[src/rtl/pwm_pkg.sv]
// Shared types and constants for the multichannel PWM engine.
// Assumes the counter is never narrower than the short mode.
package pwm_pkg;

    // Active mode captured at each period boundary
    typedef struct packed {
        logic res12;      // 1 = short period in use
        logic no_stagger; // 1 = channels start together
    } pwm_mode_t;

    localparam int unsigned PWM_DEF_FULL_W  = 16;
    localparam int unsigned PWM_DEF_SHORT_W = 12;

endpackage

[src/rtl/pwm_timebase.sv]
// Free-running period counter shared by every channel.
// Counts 0..2^SHORT_W-1 in short mode or 0..2^FULL_W-1 otherwise,
// holds at 0 for one cycle after reset, and flags when the active
// settings may be reloaded. Assumes res12 only changes when load is high.
module pwm_timebase #(
    parameter int unsigned FULL_W  = 16,
    parameter int unsigned SHORT_W = 12
) (
    input  logic              clk,
    input  logic              rst_n,
    input  logic              res12,
    output logic [FULL_W-1:0] cnt,
    output logic              load
);
    localparam logic [FULL_W-1:0] ONE       = FULL_W'(1);
    localparam logic [FULL_W-1:0] SHORT_TOP = FULL_W'((64'd1 << SHORT_W) - 64'd1);

    logic fresh;
    logic at_end;

    // Last count of the current period for the active resolution
    assign at_end = res12 ? (cnt == SHORT_TOP) : (cnt == '1);
    assign load   = fresh | at_end;

    // Advance, wrap or hold the counter
    always_ff @(posedge clk) begin
        if (!rst_n) begin
            cnt   <= '0;
            fresh <= 1'b1;
        end else begin
            fresh <= 1'b0;
            if (fresh) begin
                cnt <= cnt;
            end else if (at_end) begin
                cnt <= '0;
            end else begin
                cnt <= cnt + ONE;
            end
        end
    end

    // short mode never sees a count beyond its range
    a_r3_short_range: assert property (@(posedge clk) disable iff (!rst_n)
        res12 |-> (cnt <= SHORT_TOP));

    // between boundaries the count steps by one
    a_r2_count_step: assert property (@(posedge clk) disable iff (!rst_n)
        !load |=> (cnt == $past(cnt) + ONE));

    // a period boundary always restarts from zero
    a_r9_wrap_zero: assert property (@(posedge clk) disable iff (!rst_n)
        (load && !fresh) |=> (cnt == '0));

endmodule

[src/rtl/pwm_shadow.sv]
// Active copy of brightness words and mode bits.
// Captures the inputs only when load is high, so a period always runs
// with one consistent set of settings. Reset clears to all-off, 16-bit.
module pwm_shadow
    import pwm_pkg::*;
#(
    parameter int unsigned NUM_CH = 16,
    parameter int unsigned FULL_W = 16
) (
    input  logic                     clk,
    input  logic                     rst_n,
    input  logic                     load,
    input  logic [NUM_CH*FULL_W-1:0] bright_in,
    input  logic                     res12_in,
    input  logic                     no_stagger_in,
    output logic [NUM_CH*FULL_W-1:0] bright_act,
    output pwm_mode_t                mode_act
);
    // Capture settings at reset-exit or period end
    always_ff @(posedge clk) begin
        if (!rst_n) begin
            bright_act <= '0;
            mode_act   <= '0;
        end else if (load) begin
            bright_act          <= bright_in;
            mode_act.res12      <= res12_in;
            mode_act.no_stagger <= no_stagger_in;
        end
    end

    // active settings hold between boundaries
    a_r8_hold_between_loads: assert property (@(posedge clk) disable iff (!rst_n)
        !load |=> ($stable(bright_act) && $stable(mode_act)));

endmodule

[src/rtl/pwm_channel.sv]
// One PWM output: compares the channel phase with its brightness.
// The phase is the shared count minus OFFSET (when staggering), wrapped
// to the active period; only the active period's bits are compared.
module pwm_channel #(
    parameter int unsigned FULL_W  = 16,
    parameter int unsigned SHORT_W = 12,
    parameter int unsigned OFFSET  = 0
) (
    input  logic [FULL_W-1:0] cnt,
    input  logic              res12,
    input  logic              no_stagger,
    input  logic [FULL_W-1:0] bright,
    input  logic              sw_bit,
    output logic              on
);
    localparam logic [FULL_W-1:0] OFF_V      = FULL_W'(OFFSET);
    localparam logic [FULL_W-1:0] SHORT_MASK = FULL_W'((64'd1 << SHORT_W) - 64'd1);

    logic [FULL_W-1:0] phase;
    logic [FULL_W-1:0] mask;

    // Phase within the period and the compare window for this channel
    always_comb begin
        mask  = res12 ? SHORT_MASK : '1;
        phase = (cnt - (no_stagger ? '0 : OFF_V)) & mask;
        on    = sw_bit & (phase < (bright & mask));
    end

endmodule

[src/rtl/pwm_engine.sv]
// Multichannel PWM engine top: one shared counter, a shadow of the
// settings, and NUM_CH comparators with per-index turn-on offset.
// Assumes the switch vector is synchronous to clk.
module pwm_engine
    import pwm_pkg::*;
#(
    parameter int unsigned NUM_CH   = 16,
    parameter int unsigned FULL_W   = PWM_DEF_FULL_W,
    parameter int unsigned SHORT_W  = PWM_DEF_SHORT_W,
    parameter int unsigned STEP_CYC = 4
) (
    input  logic                     clk,
    input  logic                     rst_n,
    input  logic [NUM_CH*FULL_W-1:0] bright_words,
    input  logic [NUM_CH-1:0]        sw_en,
    input  logic                     cfg_res12,
    input  logic                     cfg_no_stagger,
    output logic [NUM_CH-1:0]        ch_on
);
    logic [FULL_W-1:0]        cnt;
    logic                     load;
    logic [NUM_CH*FULL_W-1:0] bright_act;
    pwm_mode_t                mode_act;

    pwm_timebase #(.FULL_W(FULL_W), .SHORT_W(SHORT_W)) u_timebase (
        .clk   (clk),
        .rst_n (rst_n),
        .res12 (mode_act.res12),
        .cnt   (cnt),
        .load  (load)
    );

    pwm_shadow #(.NUM_CH(NUM_CH), .FULL_W(FULL_W)) u_shadow (
        .clk           (clk),
        .rst_n         (rst_n),
        .load          (load),
        .bright_in     (bright_words),
        .res12_in      (cfg_res12),
        .no_stagger_in (cfg_no_stagger),
        .bright_act    (bright_act),
        .mode_act      (mode_act)
    );

    // One comparator per channel, offset grows with channel index
    for (genvar g = 0; g < NUM_CH; g++) begin : g_ch
        pwm_channel #(
            .FULL_W  (FULL_W),
            .SHORT_W (SHORT_W),
            .OFFSET  (g * STEP_CYC)
        ) u_ch (
            .cnt        (cnt),
            .res12      (mode_act.res12),
            .no_stagger (mode_act.no_stagger),
            .bright     (bright_act[g*FULL_W +: FULL_W]),
            .sw_bit     (sw_en[g]),
            .on         (ch_on[g])
        );
    end

    // outputs are idle right after a reset cycle
    a_r1_idle_after_reset: assert property (@(posedge clk)
        !rst_n |=> (ch_on == '0));

    // no output is on while its switch is off
    a_r5_switch_gate: assert property (@(posedge clk) disable iff (!rst_n)
        ((ch_on & ~sw_en) == '0));

endmodule

[config.mk]
export PLATFORM = sky130hd
export DESIGN_NAME = pwm_engine
export DESIGN_NICKNAME = d
export VERILOG_FILES = /design/src/rtl/pwm_pkg.sv /design/src/rtl/pwm_timebase.sv /design/src/rtl/pwm_shadow.sv /design/src/rtl/pwm_channel.sv /design/src/rtl/pwm_engine.sv
export SDC_FILE = /design/constraint.sdc
export NUM_CORES = 1
export LEC_CHECK = 0
export CAP_MARGIN = 20
export CORE_UTILIZATION = 50
export DETAILED_ROUTE_END_ITERATION = 10
export PLACE_DENSITY = 0.74
export SETUP_SLACK_MARGIN = 0.2
export SLEW_MARGIN = 15
export SYNTH_ARGS = -nofsm -noshare
export SYNTH_HDL_FRONTEND = slang
export SYNTH_HIERARCHICAL = 1
export SYNTH_SLANG_ARGS = --single-unit
[constraint.sdc]
create_clock -name clk -period 5.9 [get_ports clk]
set_input_delay 0.59 -clock clk [delete_from_list [all_inputs] [get_ports clk]]
set_output_delay 0.59 -clock clk [all_outputs]
set_load 0.02 [all_outputs]
==> metrics.txt <==
WP buf/inv 1; met2 Use GR 0.4431; first-pass GRT wire length 92.57 mm; Core Area 42320 µm²; Final Skew 0.01005 ns; Die H 209.9 µm; HPWL Detailed 41.03 mm; clock power share 0.411; fin nets 3257; Crit path max-delay family simple AND/OR/NAND/NOR gates; wire per inst 17.68 µm; Syn Inst Count 2411; most common cell after layout, fill and taps aside nor2b_1; Post CTS Setup Buffer Count 0; Hold Vio Cnt, Final 0; NetSw 1.401 mW; Overall Power 5.221 mW; CP Cell Sequence ha_1 -> or4_4 -> or3_1 -> nor4_1 -> mux2_2 -> ha_1 -> and4_1 -> o211ai_1 -> o311ai_0 -> a211oi_1 -> clkdlybuf4s50_1; Antenna Nets Post-Route 0; clk slew on worst S/H paths 0.06 ns; period utilization 0.9202; Max clock buf depth 3; P_int 3.820 mW; vias per inst 5.473; area delta synth->final 20.32%; final WL 58.25 mm; RSZ-0062 raised after global routing false; # H-tree levels 2; syn_area_per_cell 8.965 µm²; startpoint types flop; antenna violations before repair 1; worst-margin pin slew 1.045 ns; Final Instance Area 26010 µm²; grt met3 use 0.04534; yosys warns 6; Place WS 1.056 ns; peak supply drop 189.0 µV; worst relative slew slack 0.3032; Crit Path Max Fanout 16; Max stage delay cell, worst path clkdlybuf4s50_1; PortBufs 291; Placement Cell Area 24850 µm²; M1 GR Usage 0.3355; # DRC 0; Max Cap Viol 0; Filler cells 3674; placer congestion estimate 0.8544; Gate power share 0.196; ys flop type dfxtp_1; Slew Limit Fails 0; Clock Latency Late Sink 0.55 ns; Yosys reg bits 275; initial core utilization 0.5107; HP Class reg2reg; Detailed Route Iter0 Violations 897; cell row count 75; most frequent cells in the layout nor2b_1 (305), clkdlybuf4s50_1 (290), ha_1 (282); minimum clock period 5.429 ns; post-synthesis sequential area ratio 0.2547; Root Buffer clkbuf_16; die area 44070 µm²; Crit path largest cell delay 0.68 ns; EDFF count, synth 0; GRT busiest layer met2; Cell variety after synth 80; pwr dens 200.8 nW/µm²; Flop pwr share 0.393; Most common cell on crit path ha_1; Vias 18030; LEAKAGE 11.08 nW; Post-Synthesis Cell Area 21620 µm²; CTS tree done; Mapped Nets 2976; WS Path Type reg2out; pin count of the biggest net entering global routing 162; status finished clean; maximum clock rate 0.1842 GHz; die width 209.9 µm; Register-to-Register Setup Slack 1.84 ns; Sink Count 275; global route total overflow 0; I/O pins 292; Crit path arrival time 4.84 ns; CP endpoint kind output port; vias in the first global route 18110; Worst Setup Slack, final 0.4709 ns; cts bufs inserted 34; Total Routing Usage GR 0.2618; first drt pass iteration count 8; sw frac 0.2684; endpoints failing setup 0; total negative slack 0 ns; ys async rst share 0; layout cells sized above 1 0.06372; Critical Path RT 5.31 ns
[synth_stat cells (10+ instances only)]
cell       instances  area [µm²]
buf_12            22       440.4
nand2_1           80       300.3
o2111a_1          10       112.6
o21ai_0           77       385.4
clkbuf_1          38       142.6
ha_1             282        3528
nor2b_1          305        1908
mux2i_1          258        2582
inv_1            257       964.7
and4_1            28       245.2
or3_1             18       112.6
or4_1             26       195.2
nand2b_1          93       581.8
nor2_1           107       401.6
nand4_1           23       143.9
mux2_2            10       112.6
xor2_1            77       674.4
nor3_1            21       105.1
dfxtp_1          275        5505
nor4_1            32       200.2
a2111oi_0         18       157.7
xnor2_1           55       481.7
a21oi_1          114       570.6
o31ai_1           25       187.7
or4_4             11       123.9
[sequential cells by signal, summed over array words and instances (netlist names)]
name                 cells
u_timebase/cnt          16
u_shadow/mode_act        2
u_timebase/fresh         1
u_shadow/bright_act    256
[metal layers]
layer / vias up / share of wire
met2: 533 / 0.47
met5: - / 0.00029
li1: 8929 / -
met3: 105 / 0.055
met4: 2 / 0.026
met1: 8459 / 0.45
[stage by stage]
step	std cells	hold WS (ns)	util
finish	3294	0.5120	0.6145
global route	3292	0.5375	0.6144
CTS	3292	0.5200	0.6141
detailed placement	3233	0.5031	0.5871
global placement	3233	0.4976	0.5871
floorplan	2411	0.4826	-
[worst reg2reg max path, delay by kind of cell (launching register included)]
family	cells	cell delay, ns
and+or+nand+nor	3	1.37
AOI/OAI and AO/OA	1	0.17
DFF	1	1.02
buffers and inverters	2	0.97
muxes	1	0.42
[power groups by stage]
stage	clock network [mW]	logic (mW)	registers [mW]
6_report	2.15	1.02	2.05
5_1_grt	2.26	1.15	2.06
4_1_cts	2.19	1.03	2.05
3_5_place_dp	0	1.02	2.09
3_3_place_gp	0	0.972	2.09
2_1_floorplan	0	0.673	2.06
[cell families (layout without fill, tap and decap cells)]
group / count (synthesis) / in the layout / share of synthesized area
flops: 275 / 275 / 0.2547
other cells: 0 / 2 / 0
fa+ha+maj: 289 / 289 / 0.1697
compound gates: 299 / 299 / 0.08526
xor+xnor: 132 / 132 / 0.05348
simple gates: 815 / 815 / 0.2345
mux: 270 / 270 / 0.1257
buf+inv: 331 / 635 / 0.07664
[timing repair]
item | CTS | global route
resized for setup | 0 | 3
hold buffers | 0 | 0
setup endpoints to repair | 0 | 2
[path summary, 6_finish.rpt]
kind	startpoint	cells past startpoint	endpoint
max reg2reg	u_shadow/mode_act[1]	7	u_shadow/bright_act[103]
min reg2reg	u_shadow/bright_act[195]	2	u_shadow/bright_act[195]
min	u_shadow/bright_act[195]	2	u_shadow/bright_act[195]
max	u_shadow/mode_act[0]	11	ch_on[13]
[area by class of cell]
| class | instances | area [µm²] | area share |
|---|---|---|---|
| multi-input combinational | 1805 | 14470 | 0.5564 |
| sequential | 275 | 5543 | 0.2131 |
| timing repair buffer | 318 | 3158 | 0.1214 |
| clock buffer | 48 | 1028 | 0.03955 |
| inverter | 258 | 968.4 | 0.03724 |
| tap | 577 | 721.9 | 0.02776 |
| clock inverter | 11 | 111.4 | 0.004282 |
| antenna | 2 | 5.005 | 0.0001924 |
No activity file was read; power rests on OpenSTA's default activity.
